## config.mk

```make
export PLATFORM = sky130hd
export DESIGN_NAME = irc_capture_top
export DESIGN_NICKNAME = d
export VERILOG_FILES = /design/src/rtl/irc_pkg.sv /design/src/rtl/irc_tick_gen.sv /design/src/rtl/irc_measure.sv /design/src/rtl/irc_pair_fifo.sv /design/src/rtl/irc_regs.sv /design/src/rtl/irc_capture_top.sv
export SDC_FILE = /design/constraint.sdc
export NUM_CORES = 1
export LEC_CHECK = 0
export ABC_AREA = 1
export BUFFER_PORTS_ARGS = -buffer_cell sky130_fd_sc_hd__buf_2
export CAP_MARGIN = 20
export CORE_MARGIN = 3
export CORE_UTILIZATION = 32
export CTS_CLUSTER_SIZE = 40
export DETAILED_ROUTE_END_ITERATION = 16
export PLACE_DENSITY_LB_ADDON = 0.2
export SLEW_MARGIN = 25
export SYNTH_ARGS = -nofsm -noshare
export SYNTH_HDL_FRONTEND = slang
export SYNTH_SLANG_ARGS = --single-unit
```

## constraint.sdc

```tcl
create_clock -name clk -period 4.8 [get_ports clk]
set_clock_uncertainty 0.2 [all_clocks]
set_input_delay 0.48 -clock clk [delete_from_list [all_inputs] [get_ports clk]]
set_output_delay 0.48 -clock clk [all_outputs]
set_load 0.05 [all_outputs]
```

## src/rtl/irc_pkg.sv

```systemverilog
`timescale 1ns/1ps
package irc_pkg;
    localparam int CNT_W = 16;
    localparam logic [CNT_W-1:0] SYM_TIMEOUT = 16'hFFFF;
    localparam logic [CNT_W-1:0] MAXSYM_RESET = 16'h5000;

    localparam logic [3:0] ADR_CTRL   = 4'h0;
    localparam logic [3:0] ADR_DIV    = 4'h1;
    localparam logic [3:0] ADR_MAXSYM = 4'h2;
    localparam logic [3:0] ADR_IRQEN  = 4'h3;
    localparam logic [3:0] ADR_IRQST  = 4'h4;
    localparam logic [3:0] ADR_IRQCLR = 4'h5;
    localparam logic [3:0] ADR_RXSTAT = 4'h6;
    localparam logic [3:0] ADR_MARK   = 4'h7;
    localparam logic [3:0] ADR_SYM    = 4'h8;

    localparam int IB_RX   = 0;
    localparam int IB_LAST = 1;
    localparam int IB_OVR  = 2;
    localparam int IB_FULL = 3;

    typedef struct packed {
        logic [CNT_W-1:0] mark;
        logic [CNT_W-1:0] sym;
    } pair_t;

    typedef enum logic [1:0] {MS_IDLE, MS_MARK, MS_SPACE} meas_state_t;

    function automatic logic [CNT_W-1:0] sat_inc(input logic [CNT_W-1:0] v);
        return (v == SYM_TIMEOUT) ? v : v + 16'd1;
    endfunction
endpackage

```

## src/rtl/irc_tick_gen.sv

```systemverilog
`timescale 1ns/1ps
module irc_tick_gen #(
    parameter int DIV_W = 8
) (
    input  logic             clk,
    input  logic             rst,
    input  logic [DIV_W-1:0] divisor,
    output logic             tick
);
    logic [DIV_W-1:0] cnt;
    logic [DIV_W-1:0] last_cnt;

    assign last_cnt = (divisor == '0) ? '0 : divisor - 1'b1;
    assign tick     = (cnt >= last_cnt);

    always_ff @(posedge clk) begin
        if (rst)       cnt <= '0;
        else if (tick) cnt <= '0;
        else           cnt <= cnt + 1'b1;
    end

    // with a divisor above one, two ticks never sit back to back
    p_tick_gap_r2: assert property (@(posedge clk) disable iff (rst)
        (tick && divisor > 1) |=> (!tick || divisor <= 1));
endmodule

```

## src/rtl/irc_measure.sv

```systemverilog
`timescale 1ns/1ps
module irc_measure
    import irc_pkg::*;
(
    input  logic             clk,
    input  logic             rst,
    input  logic             tick,
    input  logic             rx_raw,
    input  logic             invert,
    input  logic             enable,
    input  logic [CNT_W-1:0] max_sym,
    output logic             emit_vld,
    output pair_t            emit_pair,
    output logic             emit_last
);
    logic        sync1, sync2, prev;
    logic        rise;
    meas_state_t st;
    logic [CNT_W-1:0] mark_cnt, sym_cnt, sym_nx;

    always_ff @(posedge clk) begin
        if (rst) begin
            sync1 <= 1'b0;
            sync2 <= 1'b0;
            prev  <= 1'b0;
        end else if (tick) begin
            sync1 <= rx_raw ^ invert;
            sync2 <= sync1;
            prev  <= sync2;
        end
    end

    assign rise   = tick && sync2 && !prev;
    assign sym_nx = sat_inc(sym_cnt);

    always_ff @(posedge clk) begin
        if (rst) begin
            st        <= MS_IDLE;
            mark_cnt  <= '0;
            sym_cnt   <= '0;
            emit_vld  <= 1'b0;
            emit_last <= 1'b0;
            emit_pair <= '0;
        end else begin
            emit_vld  <= 1'b0;
            emit_last <= 1'b0;
            if (!enable) begin
                st <= MS_IDLE;
            end else if (tick) begin
                case (st)
                    MS_IDLE: begin
                        if (rise) begin
                            mark_cnt <= 16'd1;
                            sym_cnt  <= 16'd1;
                            st       <= MS_MARK;
                        end
                    end
                    MS_MARK: begin
                        sym_cnt <= sym_nx;
                        if (sync2) mark_cnt <= sat_inc(mark_cnt);
                        else       st <= MS_SPACE;
                    end
                    MS_SPACE: begin
                        if (rise) begin
                            emit_vld       <= 1'b1;
                            emit_pair.mark <= mark_cnt;
                            emit_pair.sym  <= sym_cnt;
                            mark_cnt       <= 16'd1;
                            sym_cnt        <= 16'd1;
                            st             <= MS_MARK;
                        end else if (sym_nx >= max_sym) begin
                            emit_vld       <= 1'b1;
                            emit_last      <= 1'b1;
                            emit_pair.mark <= mark_cnt;
                            emit_pair.sym  <= SYM_TIMEOUT;
                            st             <= MS_IDLE;
                        end else begin
                            sym_cnt <= sym_nx;
                        end
                    end
                    default: st <= MS_IDLE;
                endcase
            end
        end
    end

    // a disabled receiver produces no pair on the next clock
    p_disabled_quiet_r6: assert property (@(posedge clk) disable iff (rst)
        !enable |=> !emit_vld);
    // a last-symbol entry carries the timeout code
    p_timeout_code_r5: assert property (@(posedge clk) disable iff (rst)
        (emit_vld && emit_last) |-> (emit_pair.sym == SYM_TIMEOUT));
    // a mark never outlasts its own symbol period
    p_mark_in_period_r3: assert property (@(posedge clk) disable iff (rst)
        emit_vld |-> (emit_pair.mark <= emit_pair.sym));
endmodule

```

## src/rtl/irc_pair_fifo.sv

```systemverilog
`timescale 1ns/1ps
module irc_pair_fifo
    import irc_pkg::*;
#(
    parameter int DEPTH = 8
) (
    input  logic                         clk,
    input  logic                         rst,
    input  logic                         push,
    input  pair_t                        din,
    input  logic                         pop,
    output pair_t                        head,
    output logic [$clog2(DEPTH+1)-1:0]   count,
    output logic                         full,
    output logic                         accepted,
    output logic                         dropped
);
    localparam int PW = (DEPTH > 1) ? $clog2(DEPTH) : 1;
    localparam int CW = $clog2(DEPTH+1);

    pair_t         mem [DEPTH];
    logic [PW-1:0] wr_ptr, rd_ptr;
    logic          do_pop;

    assign full     = (count == CW'(DEPTH));
    assign accepted = push && !full;
    assign dropped  = push && full;
    assign do_pop   = pop && (count != '0);
    assign head     = mem[rd_ptr];

    always_ff @(posedge clk) begin
        if (accepted) mem[wr_ptr] <= din;
    end

    always_ff @(posedge clk) begin
        if (rst) begin
            wr_ptr <= '0;
            rd_ptr <= '0;
            count  <= '0;
        end else begin
            if (accepted)
                wr_ptr <= (wr_ptr == PW'(DEPTH-1)) ? '0 : wr_ptr + 1'b1;
            if (do_pop)
                rd_ptr <= (rd_ptr == PW'(DEPTH-1)) ? '0 : rd_ptr + 1'b1;
            case ({accepted, do_pop})
                2'b10:   count <= count + 1'b1;
                2'b01:   count <= count - 1'b1;
                default: count <= count;
            endcase
        end
    end

    // occupancy never exceeds the depth
    p_no_overflow_r8: assert property (@(posedge clk) disable iff (rst)
        count <= CW'(DEPTH));
    // a pair offered to a full FIFO leaves the occupancy untouched
    p_drop_keeps_count_r8: assert property (@(posedge clk) disable iff (rst)
        (dropped && !do_pop) |=> (count == $past(count)));
    // a pop with no push lowers the occupancy by one on the next clock
    p_pop_lowers_r7: assert property (@(posedge clk) disable iff (rst)
        (do_pop && !push) |=> (count == $past(count) - 1'b1));
endmodule

```

## src/rtl/irc_regs.sv

```systemverilog
`timescale 1ns/1ps
module irc_regs
    import irc_pkg::*;
#(
    parameter int DIV_W     = 8,
    parameter int DIV_RESET = 25,
    parameter int CW        = 4
) (
    input  logic             clk,
    input  logic             rst,
    input  logic             reg_wr,
    input  logic             reg_rd,
    input  logic [3:0]       reg_addr,
    input  logic [15:0]      reg_wdata,
    output logic [15:0]      reg_rdata,
    output logic             irq,
    output logic             rx_enable,
    output logic             rx_invert,
    output logic [DIV_W-1:0] divisor,
    output logic [CNT_W-1:0] max_sym,
    output logic             pop,
    input  pair_t            head,
    input  logic [CW-1:0]    count,
    input  logic             full,
    input  logic             ev_rx,
    input  logic             ev_last,
    input  logic             ev_ovr
);
    logic [3:0] irq_en;
    logic [2:0] sticky;
    logic [3:0] stat_view;
    logic       clr_wr;

    assign clr_wr    = reg_wr && (reg_addr == ADR_IRQCLR);
    assign stat_view = {full, sticky};
    assign irq       = |(stat_view & irq_en);
    assign pop       = reg_rd && (reg_addr == ADR_SYM);

    always_ff @(posedge clk) begin
        if (rst) begin
            rx_enable <= 1'b0;
            rx_invert <= 1'b0;
            divisor   <= DIV_W'(DIV_RESET);
            max_sym   <= MAXSYM_RESET;
            irq_en    <= '0;
        end else if (reg_wr) begin
            case (reg_addr)
                ADR_CTRL: begin
                    rx_enable <= reg_wdata[0];
                    rx_invert <= reg_wdata[1];
                end
                ADR_DIV:    divisor <= reg_wdata[DIV_W-1:0];
                ADR_MAXSYM: max_sym <= reg_wdata;
                ADR_IRQEN:  irq_en  <= reg_wdata[3:0];
                default: ;
            endcase
        end
    end

    always_ff @(posedge clk) begin
        if (rst) begin
            sticky <= '0;
        end else begin
            for (int b = 0; b < 3; b++) begin
                if (clr_wr && reg_wdata[b]) sticky[b] <= 1'b0;
            end
            if (ev_rx)   sticky[IB_RX]   <= 1'b1;
            if (ev_last) sticky[IB_LAST] <= 1'b1;
            if (ev_ovr)  sticky[IB_OVR]  <= 1'b1;
        end
    end

    always_comb begin
        reg_rdata = '0;
        case (reg_addr)
            ADR_CTRL:   reg_rdata = {14'd0, rx_invert, rx_enable};
            ADR_DIV:    reg_rdata = 16'(divisor);
            ADR_MAXSYM: reg_rdata = max_sym;
            ADR_IRQEN:  reg_rdata = {12'd0, irq_en};
            ADR_IRQST:  reg_rdata = {12'd0, stat_view};
            ADR_RXSTAT: reg_rdata = {8'(count), 5'd0, sticky[IB_OVR], 2'd0};
            ADR_MARK:   reg_rdata = head.mark;
            ADR_SYM:    reg_rdata = head.sym;
            default:    reg_rdata = '0;
        endcase
    end

    // writing 0x4 style clear removes the overrun flag unless a new drop races it
    p_ovr_clear_r9: assert property (@(posedge clk) disable iff (rst)
        (clr_wr && reg_wdata[IB_OVR] && !ev_ovr) |=> !sticky[IB_OVR]);
    // a clear that leaves bit 0 at zero keeps a pending receive flag
    p_clear_spares_rx_r9: assert property (@(posedge clk) disable iff (rst)
        (clr_wr && !reg_wdata[IB_RX] && sticky[IB_RX]) |=> sticky[IB_RX]);
    // a new pair always raises the receive flag
    p_rx_flag_r10: assert property (@(posedge clk) disable iff (rst)
        ev_rx |=> sticky[IB_RX]);
endmodule

```

## src/rtl/irc_capture_top.sv

```systemverilog
`timescale 1ns/1ps
module irc_capture_top
    import irc_pkg::*;
#(
    parameter int DEPTH     = 8,
    parameter int DIV_W     = 8,
    parameter int DIV_RESET = 25
) (
    input  logic        clk,
    input  logic        rst,
    input  logic        rx_in,
    input  logic        reg_wr,
    input  logic        reg_rd,
    input  logic [3:0]  reg_addr,
    input  logic [15:0] reg_wdata,
    output logic [15:0] reg_rdata,
    output logic        irq
);
    localparam int CW = $clog2(DEPTH+1);

    logic             tick, rx_enable, rx_invert, pop;
    logic [DIV_W-1:0] divisor;
    logic [CNT_W-1:0] max_sym;
    logic             emit_vld, emit_last;
    pair_t            emit_pair, head;
    logic [CW-1:0]    count;
    logic             full, accepted, dropped;

    irc_tick_gen #(.DIV_W(DIV_W)) u_tick (
        .clk(clk), .rst(rst), .divisor(divisor), .tick(tick)
    );

    irc_measure u_meas (
        .clk(clk), .rst(rst), .tick(tick), .rx_raw(rx_in),
        .invert(rx_invert), .enable(rx_enable), .max_sym(max_sym),
        .emit_vld(emit_vld), .emit_pair(emit_pair), .emit_last(emit_last)
    );

    irc_pair_fifo #(.DEPTH(DEPTH)) u_fifo (
        .clk(clk), .rst(rst), .push(emit_vld), .din(emit_pair), .pop(pop),
        .head(head), .count(count), .full(full),
        .accepted(accepted), .dropped(dropped)
    );

    irc_regs #(.DIV_W(DIV_W), .DIV_RESET(DIV_RESET), .CW(CW)) u_regs (
        .clk(clk), .rst(rst), .reg_wr(reg_wr), .reg_rd(reg_rd),
        .reg_addr(reg_addr), .reg_wdata(reg_wdata), .reg_rdata(reg_rdata),
        .irq(irq), .rx_enable(rx_enable), .rx_invert(rx_invert),
        .divisor(divisor), .max_sym(max_sym), .pop(pop),
        .head(head), .count(count), .full(full),
        .ev_rx(accepted), .ev_last(accepted && emit_last), .ev_ovr(dropped)
    );
endmodule

```

### Word-level counts from Yosys, hierarchy flattened

Memories as Yosys holds them, arrays and structs flattened. A register that Yosys moved wholly into a read port is not among the register bits.
Index checks and enable logic that the tools add are counted.
W data, S select, Z words.

* add/sub/neg operators: 8
* multipliers: 0
* div/mod/pow operators: 0
* order comparisons: 2
* eq/ne operators: 24
* shift operators: 0
* mux-type cells: 32
* bitwise logic cells: 5
* reduce and logical (&&, ||, !) cells: 38

Operators by type and width (number)
* $pmux W16 S8: 1
* $mux W16: 6
* $mux W32: 2
* $pmux W16 S3: 1
* $add A16 B1 Y16 const B: 2
* $eq A16 B16 Y1 const B: 2
* $pmux W16 S2: 1
* $eq A4 B3 Y1 const B: 4
* $ge A16 B16 Y1: 1
* $mux W3: 4
* $reduce_bool A2 Y1: 6
* $logic_and A1 B1 Y1: 11
* $mux W1: 10
* $add A8 B1 Y8 const B: 1
* $eq A4 B2 Y1 const B: 2
* $eq A4 B4 Y1 const B: 2
* $ge A8 B8 Y1: 1
* $logic_not A8 Y1: 1
* $mux W2: 4
* $mux W8: 1
* $pmux W4 S2: 1
* $reduce_and A2 Y1: 4
* $reduce_and A4 Y1: 2
* $reduce_or A4 Y1: 2
* 25 further kinds: 37

* register bits after elaboration: 122
* bits in latches: 0
* memory bits (writable): 256
* bits in read-only memories: 0
* input port bits: 25
* logic and storage cells: 132
* memories: 1

Memories
* u_fifo.mem: words 8, bits a word 32, rd ports 1, clocked after memory_dff 1, wr ports 1, line irc_pair_fifo.sv:21 `pair_t mem [DEPTH];`

### Depth between registers and ports, before layout

Gate-level depths: netlist of the first run.

* depth in word-level cells: 7
* depth in mapped cells: 23

### Hierarchy

Synthesis of the first run repeated with hierarchy kept, for this count alone.

* cell total of the unflattened synthesis: 1817
* area total of the unflattened synthesis: 17443.0 um^2

By module, submodules not included
* irc_pair_fifo: times used 1, cells each 817, area an instance 10652.7 um^2, sequential area each 7947.6 um^2
* irc_measure: times used 1, cells each 602, area an instance 4251.6 um^2, sequential area each 1421.4 um^2
* irc_regs: times used 1, cells each 289, area an instance 1813.0 um^2, sequential area each 660.6 um^2
* irc_tick_gen: times used 1, cells each 107, area an instance 718.2 um^2, sequential area each 160.2 um^2
* irc_capture_top: times used 1, cells each 2, area an instance 7.5 um^2, sequential area each 0.0 um^2

### Worst setup path before layout of the first run

OpenSTA, ideal clock, no wires.

* kind: register -> register
* start: register u_meas.sym_cnt[0]
* end: register, netlist name u_meas.emit_pair[26]
* setup time: 116 ps
* arrival time: 2730 ps
* slack: 1754 ps
* cell stages (with the launch flop): 22
* path buffers: 1
* cells stage by stage: dfxtp_1 > ha_1 > nand3_1 > nor2_1 > nand2_1 > inv_1 > nand4_1 > nand2_1 > xor2_1 > inv_1 > ha_1 > nand2_1 > o21a_1 > nand2_1 > nand2_1 > nand2_1 > nand3_1 > nand2_2 > inv_1 > buf_4 > nor2_1 > nor2_1

* cells in the longest elaborated chain, start to end: 5
* elaborated cells between the ends (all ways): 6
* those cells by class: add/sub (1); order compare (1); eq/ne (1); mux (1); reduce/logical (2)

Ends and longest elaborated chain
* start, declared: line irc_measure.sv:19 `logic [CNT_W-1:0] mark_cnt, sym_cnt, sym_nx;`
* start signal, assigned: line irc_measure.sv:59 `sym_cnt <= sym_nx;`
* start signal, assigned: line irc_measure.sv:78 `sym_cnt <= sym_nx;`
* $add A16 B1 Y16 or $eq A16 B16 Y1 (tied branches): line irc_pkg.sv:30 `return (v == SYM_TIMEOUT) ? v : v + 16'd1;`
* $mux W16 (*): line irc_pkg.sv:30
* $ge A16 B16 Y1 (*): line irc_measure.sv:71 `end else if (sym_nx >= max_sym) begin`
* $reduce_bool A2 Y1 (no line) (*)
* $reduce_and A4 Y1 (no line) (*)

Mark *: on every way between the ends. The rest lies on a longest branch, timed or not.
A chain may end at the register's enable or synchronous reset.

==> results of run 1 <==
logic make-up (layout without fill, tap and decap cells):
family	after synthesis	in the layout	share of synthesized area (%)
xor+xnor	19	19	1.00
fa+ha+maj	40	40	3.06
buf+inv	187	263	4.46
simple gates	623	623	15.5
compound gates	420	420	14.7
flops	381	381	61.3
power breakdown:
part           total, uW  switching (uW)  leakage (uW)  internal (uW)
Combinational        151             109       0.00273           42.1
Clock               3300            1370      0.000693           1920
Sequential          3470            6.72       0.00277           3470
flip-flops by register name, summed over array words and instances, names as in the netlist, named ones only:
name	flops
u_fifo.mem	256
u_regs.max_sym	16
u_meas.prev	1
u_fifo.wr_ptr	3
u_meas.st	2
u_meas.emit_last	1
u_regs.rx_invert	1
u_fifo.rd_ptr	3
u_regs.rx_enable	1
u_meas.emit_pair	32
u_tick.cnt	8
u_meas.sync1	1
u_meas.sync2	1
u_regs.sticky	3
u_meas.mark_cnt	16
u_regs.divisor	8
u_fifo.count	4
u_meas.sym_cnt	16
u_regs.irq_en	4
u_meas.emit_vld	1
placed cells by master (no fill, tap or decap), drive strengths merged, types with 7 or more instances in the layout:
cell and instances:
a21oi 90, buf 65, clkbuf 56, clkinv 16
dfxtp 125, dlygate4sd3 8, edfxtp 256, ha 39
inv 113, nand2 208, nand3 72, nand4 10
nor2 313, nor3 7, o2111ai 7, o211ai 13
o21ai 218, o221ai 46, o22ai 26, xnor2 7
xor2 12
cell type report:
class / instances / area, um2 / share of cell area [%]
Clock buffer: 56 / 1180 / 6.16
Sequential cell: 381 / 10200 / 53.4
Timing Repair Buffer: 73 / 478 / 2.50
Tap cell: 672 / 841 / 4.40
Multi-Input combinational cell: 1102 / 5750 / 30.1
Clock inverter: 24 / 248 / 1.30
Inverter: 110 / 414 / 2.17
final timing paths:
check	startpoint	to	slack [ps]	cells past startpoint
hold / removal	reg_wdata[15]	u_regs.max_sym[15]$_SDFFE_PP0P_	30	3
setup / recovery	register	reg_rdata[9]	790	7
setup reg to reg	u_meas.sym_cnt[0]$_SDFFE_PP0P_	u_meas.emit_pair[17]$_SDFFE_PP0P_	830	21
hold reg to reg	u_regs.sticky[2]$_SDFFE_PP0P_	u_regs.sticky[2]$_SDFFE_PP0P_	260	2
worst max-delay path, stage by stage (launching register included):
cell,delay (ps)
dfxtp_4,600
clkinv_2,580
buf_12,390
o21ai_0,170
o22ai_1,100
o211ai_1,400
o2111ai_1,210
buf_2,260
layer usage:
metal / global-route usage (%) / vias to the layer above / routed length [um]
li1: - / 5961 / -
met1: 23.4 / 6018 / 21600
met2: 27.9 / 279 / 21700
met3: 3.07 / 75 / 2290
met4: 5.36 / 4 / 1200
met5: 0 / - / 18
stage by stage:
stage | area [um2] | hold slack [ps] | power [uW] | setup WS, ps | util (%)
2_1_floorplan | 16600 | 225 | 3630 | 1750 | -
3_3_place_gp | 17600 | 243 | 3690 | 954 | 34.7
3_5_place_dp | 17600 | 253 | 3690 | 838 | 34.7
4_1_cts | 19100 | 3.70 | 7000 | 662 | 37.7
5_1_grt | 19100 | 36.3 | 7160 | 414 | 37.7
6_report | 19100 | 28.0 | 6920 | 793 | 37.7
==> impl_metrics.tcl, run 1 <==
set metrics [dict create \
    synth_area_leaders "edfxtp_1 46%, dfxtp_1 15%, nor2_1 6.9%, o21ai_0 6.5%, nand2_1 4.6%" \
    ir_drop_uv 227 \
    io-pin-count 42 \
    finalMaxSlewViolations 0 \
    worst_pin_slew_ps 959 \
    syn_inst 1670 \
    row_count 82 \
    status "completed" \
    synth_edf_count 256 \
    post-route-drc-count 0 \
    tritoncts "built" \
    arrival_ps 3330 \
    worst_setup_path_start_kind "register" \
    grt_start_max_net_pins 67 \
    hold_class "in2reg" \
    synth.most_common_cell "nor2_1" \
    port_buffers 41 \
    synth_cell_type_count 50 \
    ys_warn_count 0 \
    die_h_um 234 \
    fmax_mhz 250 \
    post_drt_wl_per_cell_um 19.3 \
    powerDensity_mw_per_mm2 362 \
    clk_pin_slew_ps 60 \
    yosysTopAreaCell "edfxtp_1" \
    synth_ff_type "edfxtp_1" \
    finalCriticalPeriod_ps 4010 \
    setup_viol 0 \
    die-area_mm2 0.0547 \
    fin_nets 1777 \
    syn_area_mm2 0.0166 \
    path_class "reg2out" \
    dpl.cell_count 2330 \
    htree_levels 2 \
    tns_ps 0 \
    syn-num-nets 1735 \
    drtPass1Iterations 5 \
    power.leakage_uw 0.00620 \
    required_ps 4120 \
    path_max_fanout 48 \
    end_kind "output port" \
    clk_latency_ps 570 \
    clockBufferDepth 3 \
    layoutNonFillerInstCount 2418 \
    viasPerCell 5.10 \
    numCtsBuffers 44 \
    num-fill-cells 5043 \
    seq_area_frac_synth_pct 61.3 \
    slew_headroom_pct 36.1 \
    cts_setup_buffers 0 \
    post-route-period-util_pct 83.5 \
    synth_top_cell_area_share_pct 46.3 \
    cap_violations 0 \
    grt.total_usage_pct 17.2 \
    ant_nets 0 \
    rsz0062_at_grt "false" \
    n_antenna_cell 0 \
    synth_area_per_cell_um2 9.95 \
    first_iter_violations 1058 \
    grt_pass1_wl_um 71800 \
    synthArstFlopShare_pct 0 \
    dr_total_vias 12300 \
    dp_hpwl_um 30100 \
    die_w_um 234 \
    hold_violations 0 \
    areaGrowthSynthToFinish_pct 15.0 \
    ys_seq_elements 381 \
    cts_num_sinks 381 \
    grt_pass1_vias 12000 \
    coreArea_mm2 0.0507 \
    wl_um 46800 \
    cts-root-buf "clkbuf_16" \
    drive_gt1_share_pct 9.68 \
    place_congestion 0.840 \
    antenna_found_initial 4 \
    hold_buffers 8 \
    cts.repair.resized 0 \
    start_util_pct 32.8 \
    synthTopCellsByCount "307 x nor2_1, 256 x edfxtp_1, 216 x o21ai_0" \
    grt_overflow 0 \
]
No activity file was read; power rests on OpenSTA's default activity.
==> run 2, diff against run 1 <==
clock period = 3.7 ns   (was 4.8 ns; I/O delays follow)
==> run 2 against run 1 <==
Net effect: register-to-register slack worse by 510 ps; count of clock-buffer cells in the layout down 1; final area up 1.3%; routed wire length up 0.94%; die area unchanged; via count up 0.68%; sequential cell count unchanged; first-iteration DRC count up 12%; critical path type is now reg2reg; critical endpoint is now u_meas.emit_pair[0]$_SDFFE_PP0P_; largest power group unchanged.
==> impl_metrics.tcl, run 2 (synthesis results as in run 1) <==
set metrics [dict create \
    ant_nets 0 \
    post_drt_wl_per_cell_um 19.4 \
    grt_pass1_wl_um 72600 \
    fmax_mhz 296 \
    drive_gt1_share_pct 10.6 \
    clockPowerShare_pct 46.2 \
    start_util_pct 32.8 \
    arrival_ps 3630 \
    grt_pass1_vias 11800 \
    top_regs "u_fifo.mem: 256 flops, u_meas.emit_pair: 32 flops" \
    reg2reg_slack_ps 320 \
    cap_violations 0 \
    wl_um 47200 \
    worst_setup_path_start_kind "register" \
    coreArea_mm2 0.0507 \
    die-area_mm2 0.0547 \
    p_seq_share_pct 51.5 \
    largest_register "u_fifo.mem" \
    clk_pin_slew_ps 60 \
    post-route-drc-count 0 \
    tns_ps 0 \
    grt.total_usage_pct 17.4 \
    power.leakage_uw 0.00630 \
    tritoncts "built" \
    hold_class "in2reg" \
    die_h_um 234 \
    grt_overflow 0 \
    io-pin-count 42 \
    hold_violations 0 \
    comb_power_share_pct 2.3 \
    path_max_fanout 16 \
    setup_viol 0 \
    finalCriticalPeriod_ps 3380 \
    final_common_cell "nor2_1" \
    numCtsBuffers 42 \
    row_count 82 \
    port_buffers 41 \
    switching_share_pct 21.0 \
    die_w_um 234 \
    largest_reg_flops 256 \
    p_sw_uw 1840 \
    worst_pin_slew_ps 795 \
    clockBufferDepth 3 \
    htree_levels 2 \
    fin_nets 1799 \
    grt_start_max_net_pins 129 \
    antenna_found_initial 3 \
    cts_num_sinks 381 \
    ir_drop_uv 288 \
    status "completed" \
    finalMaxSlewViolations 0 \
    dpl_cell_area_mm2 0.0178 \
    areaGrowthSynthToFinish_pct 16.4 \
    rsz0062_at_grt "false" \
    place_congestion 0.880 \
    clk_latency_ps 570 \
    dp_hpwl_um 30100 \
    viasPerCell 5.10 \
    required_ps 3950 \
    fin_util_pct 38.2 \
    first_iter_violations 1181 \
    dr_total_vias 12400 \
    internal_power_uw 6910 \
    post-route-period-util_pct 91.3 \
    slew_headroom_pct 47.0 \
    drtPass1Iterations 5 \
    powerDensity_mw_per_mm2 452 \
    cts-root-buf "clkbuf_16" \
    path_class "reg2reg" \
    end_kind "register" \
    fin_area_mm2 0.0193 \
    final_cell_mix "299 x nor2_1, 256 x edfxtp_1, 216 x o21ai_0, 201 x nand2_1, 119 x dfxtp_1" \
]
[run 2: cell count changes in the layout (fill, tap and decap cells not counted), moves of 2 or more]
cell | previous run | this run
buf_12 | 1 | 10
buf_4 | 23 | 29
clkbuf_1 | 10 | 7
clkbuf_16 | 45 | 42
clkbuf_8 | 1 | 6
dfxtp_1 | 122 | 119
dfxtp_2 | 2 | 5
dlygate4sd3_1 | 8 | 16
inv_16 | 2 | 0
[run 2: per-stage QoR]
stage	hold WS, ps	setup WS, ps	total power [uW]	cells
floorplan	225	654	4710	1670
global placement	240	263	4790	2345
detailed placement	239	197	4790	2345
CTS	7.16	164	8850	2434
global route	46.7	6.42	9040	2435
finish	13.6	320	8750	2436
[run 2: worst max-delay path: stages, from the launching register on]
cell and delay [ps]:
dfxtp_1 340, inv_1 90, ha_1 240, nand2_1 90
inv_1 50, nand2_1 100, nor3_2 70, or2_2 290
ha_1 300, nand2_1 60, nor2_1 80, nor2_1 40
nand2_1 50, nand2_1 70, nand2_4 120, nand4_1 190
inv_1 100, nand2_1 110, buf_4 210, o21ai_0 380
nor2_1 90
[run 2: final timing paths]
path,startpoint,to,cells after the start
hold reg to reg,u_meas.sync1$_SDFFE_PP0N_,u_meas.sync2$_SDFFE_PP0N_,2
hold / removal,rx_in,u_meas.sync1$_SDFFE_PP0N_,4
setup reg to reg,u_regs.divisor[0]$_SDFFE_PP1P_,u_meas.emit_pair[0]$_SDFFE_PP0P_,20
setup / recovery,u_regs.divisor[0]$_SDFFE_PP1P_,u_meas.emit_pair[0]$_SDFFE_PP0P_,20
[run 2: metal layers]
| metal | vias up | global-route usage (%) | routed length [um] |
|---|---|---|---|
| li1 | 6006 | - | - |
| met1 | 6076 | 25.1 | 22300 |
| met2 | 281 | 27.6 | 21700 |
| met3 | 54 | 2.85 | 2380 |
| met4 | 4 | 3.84 | 843 |
| met5 | - | 0 | 21 |
[run 2: power by group through the flow]
stage                     Sequential [uW]  Combinational, uW  Clock [uW]
after floorplan                      4590                117           0
after global placement               4600                195           0
after detailed placement             4600                197           0
after CTS                            4500                210        4130
after global routing                 4500                226        4310
final                                4500                205        4040
[run 2: area by class of cell]
type | count | area, um2
antenna | 1 | 2.50
sequential | 381 | 10200
clock buffer | 55 | 1160
clock inverter | 18 | 171
tap | 672 | 841
multi-input combinational | 1102 | 5770
fill | 5054 | 31300
inverter | 110 | 419
timing repair inverter | 1 | 7.51
timing repair buffer | 96 | 783
[run 2: what timing repair did]
item,in CTS,in global routing
endpoints found under the setup margin,0,34
hold endpoints to repair,30,0
resized for setup,0,9
setup buffers,0,0
hold buffers,16,0
==> run 3, diff against run 2 <==
--- a/config.mk
+++ b/config.mk
@@ -10,4 +10,6 @@
 export CAP_MARGIN = 20
+export CELL_PAD_IN_SITES_DETAIL_PLACEMENT = 0
+export CELL_PAD_IN_SITES_GLOBAL_PLACEMENT = 2
 export CORE_MARGIN = 3
-export CORE_UTILIZATION = 32
+export CORE_UTILIZATION = 41
 export CTS_CLUSTER_SIZE = 40
--- a/constraint.sdc
+++ b/constraint.sdc
@@ -4,2 +4,2 @@
 set_output_delay 0.37 -clock clk [all_outputs]
-set_load 0.05 [all_outputs]
+set_load 0.02 [all_outputs]
==> run 3 against run 2 <==
Net effect: sequential cell count stayed put; critical endpoint is now u_meas.emit_pair[29]$_SDFFE_PP0P_; clock power is essentially flat; sequential share of layout area rose by 0.53 points.
==> impl_metrics.tcl, run 3 (synthesis results as in run 1) <==
set metrics [dict create \
    met1_length_um 22000 \
    worst_pin_slew_ps 818 \
    top_regs "u_fifo.mem: 256 flops, u_meas.emit_pair: 32 flops" \
    met2_length_um 21700 \
    clk_pin_slew_ps 60 \
    clk_latency_ps 550 \
    ir_drop_uv 245 \
    place_congestion 0.836 \
    largest_register "u_fifo.mem" \
    hold_violations 0 \
    path_max_fanout 8 \
    worst_setup_path_start_kind "register" \
    post-route-period-util_pct 90.1 \
    final_common_cell "nor2_1" \
    fin_nets 1805 \
    grt_pass1_wl_um 71300 \
    cap_violations 0 \
    port_buffers 41 \
    start_util_pct 41.6 \
    htree_levels 2 \
    clockBufferDepth 3 \
    row_count 73 \
    fmax_mhz 300 \
    hold_class "in2reg" \
    tns_ps 0 \
    die_w_um 207 \
    die-area_mm2 0.0430 \
    reg2reg_slack_ps 370 \
    required_ps 3940 \
    largest_reg_flops 256 \
    tritoncts "built" \
    areaGrowthSynthToFinish_pct 15.3 \
    setup_viol 0 \
    power.leakage_uw 0.00630 \
    io-pin-count 42 \
    finalCriticalPeriod_ps 3330 \
    post-route-drc-count 0 \
    numCtsBuffers 42 \
    path_class "reg2reg" \
    rsz0062_at_grt "false" \
    drive_gt1_share_pct 10.6 \
    cts-root-buf "clkbuf_16" \
    layoutNonFillerInstCount 2299 \
    powerDensity_mw_per_mm2 457 \
    status "completed" \
    hold_depth 4 \
    arrival_ps 3570 \
    finalMaxSlewViolations 0 \
    viasPerCell 5.37 \
    highest_layer "met4" \
    die_h_um 207 \
    worstRegToRegCells 21 \
    cts_setup_buffers 0 \
    antenna_found_initial 0 \
    end_kind "register" \
    slew_headroom_pct 45.4 \
    grt.total_usage_pct 21.3 \
    grt_overflow 0 \
    coreArea_mm2 0.0399 \
    grt_start_max_net_pins 129 \
    grt_pass1_vias 11900 \
    num-fill-cells 3766 \
    met3_length_um 1840 \
    drtPass1Iterations 5 \
    ant_nets 0 \
    dp_hpwl_um 29300 \
    dpl.cell_count 2200 \
    final_cell_mix "299 x nor2_1, 256 x edfxtp_1, 216 x o21ai_0, 202 x nand2_1, 118 x dfxtp_1" \
    cts_num_sinks 381 \
    wl_um 46400 \
    first_iter_violations 906 \
    post_drt_wl_per_cell_um 20.2 \
    dr_total_vias 12400 \
]
-- run 3: cell types whose count changed in the layout (fill, tap and decap cells not counted), sizes merged, moves of 2 or more --
cell,previous run,this run
clkinv,15,12
diode,1,3
dlygate4sd3,16,20
buf,80,82
clkbuf,55,61
-- run 3: worst max-delay path, cell delays in order (launching register included) --
cell and delay, ps:
dfxtp_1 330, inv_1 90, ha_1 230, nand2_1 90
inv_1 60, nand2_1 100, nor3_2 60, or2_2 280
ha_1 300, nand2_1 50, nor2_1 80, nor2_1 40
nand2_1 50, nand2_1 70, nand2_4 120, nand4_1 180
inv_1 100, nand2_1 200, nand2_4 200, clkinvlp_4 180
nor2_1 150, nor2_1 60
-- run 3: report_power, final --
group | switching, uW | leakage (uW) | internal (uW)
Sequential | 8.22 | 0.00277 | 4500
Combinational | 121 | 0.00288 | 63.7
Clock | 1660 | 0.000650 | 2410
Total | 1780 | 0.00630 | 6970
-- run 3: layout make-up --
type	count	area [um2]	share of cell area [%]
repair inverters	1	7.51	0.0392
well taps	525	657	3.43
inverters	110	418	2.18
diodes	3	7.51	0.0392
multi-input cells	1102	5780	30.2
repair buffers	102	754	3.94
clock inverters	14	159	0.829
clock buffers	61	1170	6.12
flip-flops and latches	381	10200	53.2
-- run 3: worst paths after layout --
path                                   from                           endpoint
max          u_regs.divisor[0]$_SDFFE_PP1P_  u_meas.emit_pair[29]$_SDFFE_PP0P_
min                                  reg_rd                           register
max reg2reg  u_regs.divisor[0]$_SDFFE_PP1P_  u_meas.emit_pair[29]$_SDFFE_PP0P_
min reg2reg       u_meas.sync1$_SDFFE_PP0N_          u_meas.sync2$_SDFFE_PP0N_
-- run 3: stage by stage --
step	area [um2]	hold slack, ps	total power, uW	setup WS, ps	util [%]
CTS	19100	6.04	8860	200	47.9
detailed placement	17600	245	4770	228	44.0
floorplan	16600	225	4690	654	-
global route	19200	38.0	9050	12.0	48.0
global placement	17600	245	4770	295	44.0
finish	19200	57.8	8750	368	48.0
-- run 3: per-layer routing --
metal  vias up  global-route usage, %
met1      6030                   30.3
met2       236                   34.8
met4         0                   5.48
met3        53                   2.77
met5         -                      0
li1       6033                      -
-- run 3: timing repair --
item,in CTS,in global routing
gates resized for setup,0,12
endpoints found under the hold margin,32,0
hold buffers,20,0
setup endpoints to repair,0,42
